--- src/rtl/bcd_tod_pkg.sv ---
package bcd_tod_pkg;

    localparam int FIELD_W = 8;
    localparam int DIGIT_W = FIELD_W / 2;

    typedef logic [FIELD_W-1:0] bcd_t;

    typedef struct packed {
        bcd_t sec;
        bcd_t mins;
        bcd_t hrs;
        bcd_t wday;
        bcd_t mday;
        bcd_t mon;
        bcd_t yr;
    } tod_t;

    typedef enum logic [1:0] {
        ST_RUN   = 2'd0,
        ST_HELD  = 2'd1,
        ST_ENDED = 2'd2
    } tod_state_e;

    localparam bcd_t SEC_LAST  = 8'h59;
    localparam bcd_t MIN_LAST  = 8'h59;
    localparam bcd_t HR_LAST   = 8'h23;
    localparam bcd_t WDAY_LAST = 8'h06;
    localparam bcd_t MON_LAST  = 8'h12;
    localparam bcd_t YR_LAST   = 8'h99;
    localparam bcd_t ZERO_BCD  = 8'h00;
    localparam bcd_t ONE_BCD   = 8'h01;

    localparam tod_t TOD_RESET = '{
        sec: ZERO_BCD, mins: ZERO_BCD, hrs: ZERO_BCD, wday: ZERO_BCD,
        mday: ONE_BCD, mon: ONE_BCD, yr: ZERO_BCD
    };

endpackage

--- src/rtl/bcd_tod_step.sv ---
module bcd_tod_step
    import bcd_tod_pkg::*;
(
    input  bcd_t cur_i,
    input  bcd_t first_i,
    input  bcd_t last_i,
    input  logic en_i,
    output bcd_t nxt_o,
    output logic wrap_o
);

    localparam logic [DIGIT_W-1:0] NINE = DIGIT_W'(9);
    localparam logic [DIGIT_W-1:0] ONE  = DIGIT_W'(1);

    logic [DIGIT_W-1:0] tens;
    logic [DIGIT_W-1:0] units;
    logic               at_end;

    always_comb begin
        tens   = cur_i[FIELD_W-1:DIGIT_W];
        units  = cur_i[DIGIT_W-1:0];
        at_end = (cur_i >= last_i);
        wrap_o = en_i && at_end;
        if (!en_i) begin
            nxt_o = cur_i;
        end else if (at_end) begin
            nxt_o = first_i;
        end else if (units >= NINE) begin
            nxt_o = {tens + ONE, {DIGIT_W{1'b0}}};
        end else begin
            nxt_o = {tens, units + ONE};
        end
    end

endmodule

--- src/rtl/bcd_tod_mlen.sv ---
module bcd_tod_mlen
    import bcd_tod_pkg::*;
(
    input  bcd_t mon_i,
    input  bcd_t yr_i,
    output bcd_t last_day_o
);

    logic [1:0] rem4;
    logic       leap;

    // value = 10*t + u, so value mod 4 = (2*t[0] + u[1:0]) mod 4
    always_comb begin
        rem4 = yr_i[1:0] + {yr_i[DIGIT_W], 1'b0};
        leap = (rem4 == 2'd0);
        unique case (mon_i)
            8'h02:                      last_day_o = leap ? 8'h29 : 8'h28;
            8'h04, 8'h06, 8'h09, 8'h11: last_day_o = 8'h30;
            default:                    last_day_o = 8'h31;
        endcase
    end

endmodule

--- src/rtl/bcd_tod_counter.sv ---
module bcd_tod_counter
    import bcd_tod_pkg::*;
(
    input  logic       clk,
    input  logic       rst_n,
    input  logic       tick_i,
    input  logic       hold_i,
    input  logic       load_i,
    input  logic [7:0] ld_sec_i,
    input  logic [7:0] ld_min_i,
    input  logic [7:0] ld_hr_i,
    input  logic [7:0] ld_wday_i,
    input  logic [7:0] ld_mday_i,
    input  logic [7:0] ld_mon_i,
    input  logic [7:0] ld_yr_i,
    output logic [7:0] sec_o,
    output logic [7:0] min_o,
    output logic [7:0] hr_o,
    output logic [7:0] wday_o,
    output logic [7:0] mday_o,
    output logic [7:0] mon_o,
    output logic [7:0] yr_o,
    output logic       upd_done_o
);

    tod_state_e state_q, state_d;
    tod_t       tod_q, tod_nxt;
    logic       advance, take_load;
    logic       c_min, c_hr, c_day, c_mon, c_yr;
    logic       w_wday, w_yr;
    bcd_t       mday_last;

    assign advance   = tick_i && !hold_i;
    assign take_load = hold_i && load_i;

    // carry chain: seconds -> minutes -> hours -> day -> month -> year
    bcd_tod_step u_sec (
        .cur_i(tod_q.sec), .first_i(ZERO_BCD), .last_i(SEC_LAST),
        .en_i(advance), .nxt_o(tod_nxt.sec), .wrap_o(c_min)
    );
    bcd_tod_step u_min (
        .cur_i(tod_q.mins), .first_i(ZERO_BCD), .last_i(MIN_LAST),
        .en_i(c_min), .nxt_o(tod_nxt.mins), .wrap_o(c_hr)
    );
    bcd_tod_step u_hr (
        .cur_i(tod_q.hrs), .first_i(ZERO_BCD), .last_i(HR_LAST),
        .en_i(c_hr), .nxt_o(tod_nxt.hrs), .wrap_o(c_day)
    );
    bcd_tod_step u_wday (
        .cur_i(tod_q.wday), .first_i(ZERO_BCD), .last_i(WDAY_LAST),
        .en_i(c_day), .nxt_o(tod_nxt.wday), .wrap_o(w_wday)
    );
    bcd_tod_mlen u_mlen (
        .mon_i(tod_q.mon), .yr_i(tod_q.yr), .last_day_o(mday_last)
    );
    bcd_tod_step u_mday (
        .cur_i(tod_q.mday), .first_i(ONE_BCD), .last_i(mday_last),
        .en_i(c_day), .nxt_o(tod_nxt.mday), .wrap_o(c_mon)
    );
    bcd_tod_step u_mon (
        .cur_i(tod_q.mon), .first_i(ONE_BCD), .last_i(MON_LAST),
        .en_i(c_mon), .nxt_o(tod_nxt.mon), .wrap_o(c_yr)
    );
    bcd_tod_step u_yr (
        .cur_i(tod_q.yr), .first_i(ZERO_BCD), .last_i(YR_LAST),
        .en_i(c_yr), .nxt_o(tod_nxt.yr), .wrap_o(w_yr)
    );

    // time registers
    always_ff @(posedge clk or negedge rst_n) begin
        if (!rst_n) begin
            tod_q <= TOD_RESET;
        end else if (take_load) begin
            tod_q <= '{sec: ld_sec_i, mins: ld_min_i, hrs: ld_hr_i,
                       wday: ld_wday_i, mday: ld_mday_i, mon: ld_mon_i,
                       yr: ld_yr_i};
        end else if (advance) begin
            tod_q <= tod_nxt;
        end
    end

    // next state
    always_comb begin
        state_d = state_q;
        unique case (state_q)
            ST_RUN, ST_ENDED, ST_HELD: begin
                if (hold_i)       state_d = ST_HELD;
                else if (tick_i)  state_d = ST_ENDED;
                else              state_d = ST_RUN;
            end
            default: state_d = ST_RUN;
        endcase
    end

    // state register
    always_ff @(posedge clk or negedge rst_n) begin
        if (!rst_n) state_q <= ST_RUN;
        else        state_q <= state_d;
    end

    // outputs
    always_comb begin
        upd_done_o = (state_q == ST_ENDED);
        sec_o      = tod_q.sec;
        min_o      = tod_q.mins;
        hr_o       = tod_q.hrs;
        wday_o     = tod_q.wday;
        mday_o     = tod_q.mday;
        mon_o      = tod_q.mon;
        yr_o       = tod_q.yr;
    end

endmodule

--- config.mk ---
export PLATFORM = sky130hd
export DESIGN_NAME = bcd_tod_counter
export DESIGN_NICKNAME = d
export VERILOG_FILES = /design/src/rtl/bcd_tod_pkg.sv /design/src/rtl/bcd_tod_step.sv /design/src/rtl/bcd_tod_mlen.sv /design/src/rtl/bcd_tod_counter.sv
export SDC_FILE = /design/constraint.sdc
export NUM_CORES = 1
export LEC_CHECK = 0
export ABC_AREA = 1
export CORE_UTILIZATION = 45
export CTS_CLUSTER_DIAMETER = 150
export DETAILED_ROUTE_END_ITERATION = 8
export PLACE_DENSITY = 0.74
export SETUP_SLACK_MARGIN = 0.4
export SLEW_MARGIN = 10
export SYNTH_ARGS = -nofsm -noshare
export SYNTH_HDL_FRONTEND = slang
export SYNTH_SLANG_ARGS = --single-unit
export TNS_END_PERCENT = 5
--- constraint.sdc ---
create_clock -name clk -period 6.35 [get_ports clk]
set_clock_uncertainty 0.2 [all_clocks]
set_input_delay 0.635 -clock clk [delete_from_list [all_inputs] [get_ports clk]]
set_output_delay 0.635 -clock clk [all_outputs]
set_load 0.01 [all_outputs]
==> summary by stage, run 1 <==
Critical path
The critical path data required time is 6380 ps. Setup slack on the worst reg-to-reg path comes out at 3230 ps. For this run, the slowest stage of the critical path takes 630 ps. The largest driver fanout on the critical path is 34.

The signal on the critical path passes through clkdlybuf4s50_1 > nand2_2 > inv_2 > buf_4 > nor2_1 > nand2_2 > nand4_2 > nand2_1 > nand2_1. The critical path start-end classification is input pin to flip-flop. The critical path arrival is 3180 ps. The launching element type of the critical path is an input pin. In this run the worst setup path begins at hold_i.

The slowest stage of the critical path belongs to the cell sky130_fd_sc_hd__inv_2. The worst register-to-register path begins at mon_o[0]. The endpoint kind of the worst setup timing path is a flip-flop.

Timing
Setup repair after global routing left no endpoint under its margin. Subtracting the final worst setup slack from the clock period gives 3154 ps. For this run, the top clock speed supported by timing is 317.1 MHz.

The total count of max-transition violations in the final report is 0. The final sum of negative setup slack is 0 ps. At the pin with the least slew margin, the transition time is 750.5 ps.

The post-route fraction of the period consumed by the critical path is 49.67%. The worst slew slack as a fraction of its limit is 49.97%. Setup violations remaining at the end of the flow were counted as 0. The hold violation total from the final report is 0.

Route
The number of nets with antenna violations after detailed routing is 0. The ratio of routed vias to standard cells is 5.156. The detailed router's first-iteration violation count is 153. The pre-antenna-repair detailed-routing pass consisted of 9 iterations. The number of vias in the routed layout is 4011. For this run, design rule violations remaining after detail routing come to 5. The routed wire length is 10780 um. In the final routed layout, each cell accounts on average for 13.85 um.

Global routing
The first global-routing pass estimated 18160 um of wire. The aggregate global routing overflow is 0. In the global route stage, met1 resource usage came out at 30.55%. Global routing consumed, on the met2 layer, 40.09% of the routing resources. The met3 capacity usage during global routing is 4.223%.

The most heavily used metal layer in global routing is met2. The number of antenna violations at the first check in global routing is 0. The number of global-route vias before repair is 3860. The overall routing resource usage is 23.33%. The largest net degree at the start of global routing is 59.

Yosys
After synthesis, the most frequently instantiated cells are sky130_fd_sc_hd__nand2_1 (140), sky130_fd_sc_hd__inv_1 (67), sky130_fd_sc_hd__dfrtp_1 (56), sky130_fd_sc_hd__nand3_1 (48), sky130_fd_sc_hd__ha_1 (42). sky130_fd_sc_hd__nand2_1 is the most common cell in the netlist. For this run, the leading register cell type out of synthesis is sky130_fd_sc_hd__dfrtp_1. The area share of the largest cell type after synthesis is 33.64%.

The combined area of all synthesized cells is 0.004165 mm2. The count of unique library cells instantiated by Yosys is 40. The synthesized flop and latch total is 58. Yosys printed 0 warnings.

The largest area contributor in the synthesized netlist is sky130_fd_sc_hd__dfrtp_1. The register area share after synthesis is 34.91%. After technology mapping, the gate count stands at 545. Ranked by total cell area, the synthesized netlist is headed by sky130_fd_sc_hd__dfrtp_1 (34%), sky130_fd_sc_hd__ha_1 (13%), sky130_fd_sc_hd__nand2_1 (13%), sky130_fd_sc_hd__inv_1 (6.0%), sky130_fd_sc_hd__nand3_1 (5.8%). Yosys mapped a number of flops with a built-in enable equal to 0. After synthesis, the share of flip-flops with an asynchronous set or reset is 100.0%. A synthesized cell averages 7.643 um2.

The number of nets handed over by synthesis was 648.

Layout
The number of fillers in the final layout is 797. The fraction of layout cells with a size suffix above 1 is 7.761%. In the final design database the tool counted 769 nets. The area of all sequential standard cells is 0.001454 mm2. The area growth from synthesis to layout is 34.97%. The combined area of the multi-input logic cells is 0.002392 mm2.

The post-route core utilization is 63.53%. The final antenna diode count is 0.

Power
The leakage dissipation is 0.002666 uW. The worst supply voltage drop on vdd is 0.1923 mV. Internal power comes to 1187 uW. The part of the power in combinational logic is 50.7%. The share of total power in sequential cells is 32.9%.

The ratio of total power to cell area is 370.3 mW/mm2. The portion of total power attributed to the clock network is 16.4%. The fraction of power spent switching nets is 42.99%.

The total net switching power is 894.9 uW.

Die
The die is 98.21 um wide. The initial standard-cell utilization of the core is 47.07%. Measured along the y axis, the die boundary spans 98.21 um. The region available for standard cell placement spans 0.008848 mm2. The number of top-level pins is 118. The floorplan has 34 rows. The die area is 0.009645 mm2.

Status
The run finished, with violations left. The final reports fail on design-rule violations.

Clock network
In this run the number of H-tree levels came out at 3. In this run the post-CTS setup repair buffer count came out at 0. No sink is reached through more buffers than the 2 on the longest clock path. The count of clock tree sinks is 58. The number of CTS-inserted buffers is 9.

At the later pin of the worst-skew pair, clock insertion delay measures 330 ps. The clock-pin slew on the worst setup and hold paths is 70 ps. The clock tree from TritonCTS is yes. The cell sitting at the root of the clock tree is a sky130_fd_sc_hd__clkbuf_8.

Post-CTS repair changed the size of 0 cells. The number of buffers added to fix hold violations after cts is 0.

Place
The post-DP HPWL is 8066 um. Port buffering added 117 buffers. The routability congestion estimate is 0.8384.

Flow run
The max-cap check violation count is 0.

Worst hold path
The path category of the worst min-delay check is input pin to asynchronous set/reset pin.
==> layout make-up <==
| class | count | area share [%] |
|---|---|---|
| repair buffers | 119 | 21.01 |
| flip-flops and latches | 58 | 25.86 |
| clock buffers | 10 | 2.448 |
| inverters | 71 | 4.741 |
| multi-input cells | 407 | 42.56 |
| well taps | 108 | 2.404 |
| clock inverters | 5 | 0.9793 |
==> metal layers <==
layer	share of wire, %	routed length, um	vias up
li1	-	-	2019
met1	46	4957	1897
met2	50	5343	87
met3	3.5	382	8
met4	0.84	91	0
met5	0	0	-
==> placed cells by master (no fill, tap or decap), types with 3 or more instances in the layout <==
master	count
sky130_fd_sc_hd__a21oi_1	18
sky130_fd_sc_hd__a31oi_1	3
sky130_fd_sc_hd__clkbuf_8	10
sky130_fd_sc_hd__clkdlybuf4s50_1	116
sky130_fd_sc_hd__dfrtp_1	56
sky130_fd_sc_hd__ha_1	42
sky130_fd_sc_hd__inv_1	67
sky130_fd_sc_hd__inv_2	4
sky130_fd_sc_hd__nand2_1	140
sky130_fd_sc_hd__nand2_2	10
sky130_fd_sc_hd__nand3_1	48
sky130_fd_sc_hd__nand3_2	3
sky130_fd_sc_hd__nand4_1	6
sky130_fd_sc_hd__nor2_1	37
sky130_fd_sc_hd__nor2_2	5
sky130_fd_sc_hd__nor3_1	3
sky130_fd_sc_hd__o211ai_1	13
sky130_fd_sc_hd__o21ai_0	31
sky130_fd_sc_hd__o21ai_1	6
sky130_fd_sc_hd__o22ai_1	3
sky130_fd_sc_hd__xnor2_1	6
sky130_fd_sc_hd__xor2_1	13
==> critical path, delay by kind of cell <==
family | cells | cell delay [ps]
AND/OR/NAND/NOR | 6 | 960
buffers and inverters | 3 | 1540
==> kinds of logic after synthesis <==
kind of cell	share of synthesized area, %
AO/OA/AOI/OAI	11.66
XOR/XNOR	3.995
adder cells (fa/ha/maj)	12.62
buffers and inverters	7.660
flip-flops	34.91
AND/OR/NAND/NOR	29.17
==> metrics by stage <==
step	worst slack [ps]	area [um2]	hold slack, ps	cells	power [uW]
finish	3196	5622	242.4	778	2082
global route	3022	5622	301.4	778	2260
CTS	3232	5622	272.8	778	2087
detailed placement	2876	5429	263.6	763	1740
global placement	2938	5429	250.3	763	1707
floorplan	3643	4165	139.4	545	1273
==> power groups by stage <==
| stage | logic, uW | clock network [uW] | registers, uW |
|---|---|---|---|
| 2_1_floorplan | 566 | 0 | 707 |
| 3_3_place_gp | 1020 | 0 | 686 |
| 3_5_place_dp | 1050 | 0 | 689 |
| 4_1_cts | 1060 | 343 | 684 |
| 5_1_grt | 1180 | 368 | 709 |
| 6_report | 1060 | 341 | 685 |
==> worst paths after layout <==
check	endpoint	cells after the start
min in group clk	state_q[0]	1
min reg2reg	state_q[0]	1
min	yr_o[0]	2
max reg2reg	yr_o[1]	16
max	yr_o[6]	9
max in group asynchronous	hr_o[1]	2
==> registers in the layout (all words and copies together) (netlist names) <==
signal,cells
hr_o,8
mday_o,8
min_o,8
mon_o,8
sec_o,8
wday_o,8
yr_o,8
state_q,2
Note: power is estimated with default switching activity, not from simulation.
==> run 2, diff against run 1 <==
- clock period: 6.35 -> 3.1 ns (I/O delays scaled with it)
==> summary by stage, run 2 (synthesis results as in run 1) <==
Status
The run finished, with violations left. The final reports fail on design-rule violations.

Global routing
The met3 capacity usage during global routing was 3.364% (-0.86 points). The met2 usage is 40.36% (+0.27 points). The aggregate global routing overflow is 0 (unchanged). The largest net degree at the start of global routing is 44 (-25%). The number of antenna violations at the first check in global routing is 0 (unchanged). The number of global-route vias before repair is 3932 (+1.9%). The overall routing resource usage is 23.81% (+0.49 points).

The most heavily used metal layer in global routing is met2. The met1 demand-to-capacity share in global routing came to 30.97% (+0.42 points). The wire length of the first global-routing pass is 18390 um (+1.3%).

Clock network
The number of CTS-inserted buffers is 9 (unchanged). TritonCTS built the clock tree. The number of H-tree levels was 3 (unchanged). The clock-pin slew on the worst setup and hold paths is 70 ps (about the same). The clock latency on the worst-skew pair is 340 ps (about the same).

The count of clock tree sinks was 58 (unchanged). The buffer cell driving the clock tree root is sky130_fd_sc_hd__clkbuf_8. The maximum buffer depth of the clock tree is 2 (unchanged).

Critical path
The critical register-to-register path endpoint is mon_o[1]. The critical path data required time is 3120 ps (-3260 ps). The critical path in this run is classified as flip-flop to flip-flop.

STA classifies the critical path endpoint as a flip-flop. The path depth of the worst reg2reg path is 17 (+1). The largest driver fanout on the critical path was 6 (-82%). The critical path arrival is 2820 ps (-360 ps). The launching element type of the critical path is a flip-flop. In this run the worst setup path terminates at mon_o[1]. The worst setup path startpoint is mon_o[0]. The slack of the worst reg-to-reg path is 300 ps (-2930 ps). The worst register-to-register path begins at mon_o[0].

Layout
In the layout the commonest cells are sky130_fd_sc_hd__nand2_1 (137), sky130_fd_sc_hd__clkdlybuf4s50_1 (116), sky130_fd_sc_hd__inv_1 (62). The number of fillers in the final layout is 763 (-4.3%). The library cell used most frequently in the layout, excluding fill and tap cells, is sky130_fd_sc_hd__nand2_1. The final layout net count is 785 (+2.1%). The final antenna diode count is 0 (unchanged). The area of all placed cells without fillers is 0.005862 mm2 (+4.3%).

The area growth from synthesis to layout is 40.73%. The fraction of layout cells with a size suffix above 1 is 12.83% (+5.1 points).

Die
The die width is 98.21 um (unchanged). The overall die height is 98.21 um (unchanged). The initial standard-cell utilization of the core came to 47.07% (unchanged). The die area was 0.009645 mm2 (unchanged). The total number of placement rows is 34 (unchanged). The number of top-level pins came to 118 (unchanged). The total core area is 0.008848 mm2 (unchanged).

Timing
The final critical path takes up 90.31% of the cycle. Derived from the worst setup path, the maximum achievable clock frequency is 357.2 MHz. The clock period minus final worst setup slack is 2800 ps.

The worst-margin pin slew is 991.2 ps (+240.6 ps). Setup repair after global routing could not meet its margin everywhere. The worst slew slack as a fraction of its limit was 33.92% (-16 points). The hold violation total from the final report was 0 (unchanged).

The final setup violation count is 0 (unchanged). The final sum of negative setup slack came to 0 ps (unchanged). The total count of max-transition violations in the final report is 0 (unchanged).

Route
The ratio of routed vias to standard cells is 5.161 (+0.11%). The number of nets with antenna violations after detailed routing is 0 (unchanged). The detailed router's first-iteration violation count is 110 (-28%). The total DRC errors in the routed layout was 1 (-4). The number of vias in the routed layout was 4098 (+2.2%).

The routed wirelength normalized by instance count is 14.04 um (+1.4%). The routed wire length is 11150 um (+3.5%). The number of search-and-repair iterations in the first detailed-routing pass is 9 (unchanged).

Power
The worst supply voltage drop on vdd is 0.3755 mV (+95%). The share of total power in sequential cells came to 31.6% (-1.3 points). The leakage dissipation is 0.002761 uW (+3.6%). The fraction of power spent switching nets came to 43.19% (+0.20 points). The internal cell power was 2544 uW (+110%). The ratio of total power to cell area is 763.9 mW/mm2 (+110%). The total power after layout was 4478 uW (+120%). The total net switching power is 1934 uW (+120%). The part of the power in combinational logic is 53.5% (+2.8 points). The portion of total power attributed to the clock network was 14.9% (-1.5 points).

Place
The instance area at placement is 0.005459 mm2 (+0.55%). The routability congestion estimate is 0.8319 (-0.78%). The post-DP HPWL was 8409 um (+4.3%). The number of I/O port buffers is 117 (unchanged).

Flow run
The max-cap check violation count came to 0 (unchanged).

Worst hold path
The path category of the worst min-delay check is flip-flop to flip-flop.
## run 2: area by class of cell
cell class                      count  area, um2  share of cell area [%]
Inverter                           71      266.5                   4.546
Clock buffer                       13      178.9                   3.052
Timing Repair Buffer              135       1311                   22.37
Clock inverter                      2      10.01                  0.1708
Multi-Input combinational cell    407       2502                   42.69
Tap cell                          108      135.1                   2.305
Sequential cell                    58       1458                   24.87
## run 2: critical path: stages (launching register included)
cell                      delay (ps)
sky130_fd_sc_hd__dfstp_2         560
sky130_fd_sc_hd__inv_2            70
sky130_fd_sc_hd__ha_2            180
sky130_fd_sc_hd__o21ai_2         130
sky130_fd_sc_hd__o21ai_2          70
sky130_fd_sc_hd__a32oi_2         180
sky130_fd_sc_hd__nand2_1         110
sky130_fd_sc_hd__o41ai_2          60
sky130_fd_sc_hd__ha_1            270
sky130_fd_sc_hd__inv_1            60
sky130_fd_sc_hd__nor2_1           40
sky130_fd_sc_hd__nand3_1         130
sky130_fd_sc_hd__nand3_4         150
sky130_fd_sc_hd__nor2_4          150
sky130_fd_sc_hd__a21oi_4          70
sky130_fd_sc_hd__buf_4           160
sky130_fd_sc_hd__nand2_1          40
sky130_fd_sc_hd__o21ai_1          50
## run 2: metal layers
layer | vias up | wire length (um)
met2 | 99 | 5528
met5 | - | 0
met4 | 0 | 201
li1 | 2042 | -
met3 | 16 | 507
met1 | 1941 | 4910
## run 2: stage by stage
step                      hold WS [ps]  utilization [%]  setup slack, ps  instances
after global routing             307.7            66.25            110.0        794
final                            274.4            66.25            300.3        794
after CTS                        274.9            64.72            320.0        785
after detailed placement         266.0            61.69            79.62        767
after floorplan                 -185.6                -            392.7        545
after global placement           249.2            61.69            257.8        767
## run 2: repair_timing
| action | 4_1_cts | 5_1_grt |
|---|---|---|
| pin swaps | 8 | 12 |
| endpoints found under the hold margin | 39 | 0 |
| hold buffers | 1 | 0 |
| resized for setup | 14 | 22 |
| cloned | 0 | 0 |
| buffers inserted | 2 | 9 |
| endpoints found under the setup margin | 24 | 24 |
## run 2: worst min path at each step
stage,to,cells after the start,from
5_1_grt,state_q[1],1,state_q[1]
4_1_cts,state_q[1],1,state_q[1]
2_1_floorplan,hr_o[0],0,rst_n
3_3_place_gp,state_q[0],1,state_q[1]
3_5_place_dp,state_q[1],1,state_q[1]
6_report,state_q[0],1,state_q[1]
## run 2: power groups by stage
stage / sequential (uW) / clock [uW] / combinational (uW)
after floorplan: 1450 / 0 / 1160
after global placement: 1400 / 0 / 2100
after detailed placement: 1410 / 0 / 2170
after CTS: 1400 / 681 / 2260
after global routing: 1450 / 715 / 2680
final: 1410 / 669 / 2390
==> run 3, diff against run 2 <==
- CTS_CLUSTER_DIAMETER: 150 -> unset
- RECOVER_POWER: unset -> 25
==> summary by stage, run 3 (synthesis results as in run 1) <==
Critical path
The endpoint kind of the worst setup timing path is a flip-flop. The worst setup path startpoint is mon_o[0]. The path depth of the worst reg2reg path was 17 (unchanged). The launching element type of the critical path is a flip-flop.

The largest driver fanout on the critical path is 6 (unchanged). The delay of the slowest critical-path stage is 560 ps (about the same). The launching point of the worst reg2reg path is mon_o[0]. In this design, the largest share of critical-path delay is due to simple AND/OR/NAND/NOR gates. The critical path data required time is 3120 ps (about the same). The number of buffer and inverter stages on the critical path is 3 (unchanged).

The slowest stage of the critical path is the sky130_fd_sc_hd__dfstp_2 cell. The critical path start-end classification is flip-flop to flip-flop. The slack of the worst reg-to-reg path was 300 ps (about the same). Traced cell by cell, the critical path runs through inv_2 > ha_2 > o21ai_2 > o21ai_2 > a32oi_2 > nand2_1 > o41ai_2 > ha_1 > inv_1 > nor2_1 > nand3_1 > nand3_4 > nor2_4 > a21oi_4 > buf_4 > nand2_1 > o21ai_1.

The critical path arrival is 2820 ps (about the same). The critical register-to-register path endpoint is mon_o[1].

Die
The die area is 0.009645 mm2 (unchanged). The number of top-level pins is 118 (unchanged). The die width came to 98.21 um (unchanged). The overall die height is 98.21 um (unchanged). The total number of placement rows is 34 (unchanged). The initial standard-cell utilization of the core was 47.07% (unchanged). The total core area is 0.008848 mm2 (unchanged).

Timing
The hold violation total from the final report is 0 (unchanged). The worst-margin pin slew came to 1103 ps (+111.5 ps). The clock period minus final worst setup slack was 2800 ps (+0.007000 ps). The total count of max-transition violations in the final report is 0 (unchanged). Setup repair after global routing could not meet its margin everywhere. The final worst setup slack was 300.3 ps (-0.007000 ps). The post-route fraction of the period consumed by the critical path is 90.31% (about the same). The final setup violation count is 0 (unchanged). The final sum of negative setup slack is 0 ps (unchanged). The maximum achievable frequency is 357.2 MHz (about the same).

The worst slew slack as a fraction of its limit is 26.49% (-7.4 points).

Route
The detailed router's first-iteration violation count is 110 (unchanged). The number of search-and-repair iterations in the first detailed-routing pass is 9 (unchanged). The total DRC errors in the routed layout is 1 (unchanged). The routed wire length is 11160 um (about the same).

The number of nets with antenna violations after detailed routing is 0 (unchanged). The number of vias in the routed layout is 4093 (-0.12%). The routed wirelength normalized by instance count came to 14.05 um (about the same). The ratio of routed vias to standard cells came to 5.155 (-0.12%). The wire length on met1 was 4927 um (+0.35%).

The highest metal layer carrying signal wires in the routed design is met4. The amount of wire on met3 after detailed routing is 483 um (-4.7%). The routed length on met2 came to 5544 um (+0.29%).

Global routing
The number of antenna violations at the first check in global routing was 0 (unchanged). The number of global-route vias before repair is 3932 (unchanged). The wire length of the first global-routing pass is 18390 um (unchanged).

The largest net degree at the start of global routing came to 44 (unchanged). The aggregate global routing overflow is 0 (unchanged). The overall routing resource usage was 23.81% (unchanged).

Power
The ratio of total power to cell area came to 764.2 mW/mm2 (about the same). The worst supply voltage drop on vdd was 0.3755 mV (about the same). The leakage dissipation was 0.002759 uW (about the same). The total power after layout is 4477 uW (about the same).

Place
The post-DP HPWL is 8409 um (unchanged). The placement-stage worst setup slack is 79.62 ps (unchanged). The instance area at placement is 0.005459 mm2 (unchanged). The routability congestion estimate came to 0.8319 (unchanged). The number of I/O port buffers came to 117 (unchanged).

Clock network
The number of CTS-inserted buffers is 9 (unchanged). The clock tree from TritonCTS is yes. The clock-pin slew on the worst setup and hold paths is 70 ps (about the same).

The count of clock tree sinks was 58 (unchanged). The clock latency on the worst-skew pair is 340 ps (about the same). The number of H-tree levels is 3 (unchanged). Clock tree synthesis selected as its root buffer the cell sky130_fd_sc_hd__clkbuf_8. The maximum buffer depth of the clock tree is 2 (unchanged).

Layout
The final layout net count came to 785 (unchanged). The final antenna diode count is 0 (unchanged). The area growth from synthesis to layout is 40.64% (about the same). The post-route core utilization was 66.20% (about the same).

Leaving out fill and tap cells, the most frequent cells in the layout are sky130_fd_sc_hd__nand2_1 (137), sky130_fd_sc_hd__clkdlybuf4s50_1 (114), sky130_fd_sc_hd__inv_1 (62). The area of all placed cells without fillers is 0.005858 mm2 (about the same). The most frequent standard cell in the layout excluding fill and tap cells is sky130_fd_sc_hd__nand2_1. The fraction of layout cells with a size suffix above 1 is 12.68% (-0.15 points).

Status
The run finished, with violations left. The final reports fail on design-rule violations.

Worst hold path
The worst hold path cell count was 1 (unchanged). The sink of the worst hold path is state_q[0]. The path category of the worst min-delay check is flip-flop to flip-flop. The worst hold path begins at state_q[1].

Flow run
The max-cap check violation count is 0 (unchanged).
run 3: cell count changes in the layout (fill, tap and decap cells not counted), sizes merged:
cell | previous run | this run
clkdlybuf4s50 | 116 | 114
clkbuf | 13 | 15
buf | 18 | 16
dlygate4sd3 | 1 | 3
run 3: through the flow:
stage / std cells / hold slack (ps)
floorplan: 545 / -185.6
global placement: 767 / 249.2
CTS: 785 / 274.9
detailed placement: 767 / 266.0
global route: 794 / 307.7
finish: 794 / 276.7
run 3: worst max path at each step:
stage | endpoint | cells after the start
2_1_floorplan | mday_o[6] | 16
3_3_place_gp | mday_o[6] | 16
3_5_place_dp | yr_o[1] | 16
4_1_cts | mon_o[2] | 17
5_1_grt | mon_o[5] | 17
6_report | mon_o[1] | 17
run 3: layout make-up:
| type | count | area (um2) |
|---|---|---|
| Clock inverter | 2 | 10.01 |
| Fill cell | 763 | 2990 |
| Inverter | 71 | 266.5 |
| Timing Repair Buffer | 135 | 1308 |
| Sequential cell | 58 | 1458 |
| Tap cell | 108 | 135.1 |
| Clock buffer | 13 | 178.9 |
| Multi-Input combinational cell | 407 | 2502 |
run 3: what timing repair did:
item                                    4_1_cts  5_1_grt
gates resized for setup                      14       22
pin swaps                                     8       12
hold endpoints to repair                     39        0
buffers inserted                              2        9
hold buffers                                  1        0
endpoints found under the setup margin       24       24
run 3: power by group:
| part | internal (uW) | switching (uW) |
|---|---|---|
| Combinational | 1140 | 1250 |
| Clock | 370 | 299 |
| Sequential | 1030 | 386 |
run 3: layer usage:
metal	up-vias	GRT usage [%]
met4	0	8.840
li1	2042	-
met3	16	3.364
met1	1941	30.97
met5	-	0
met2	94	40.36
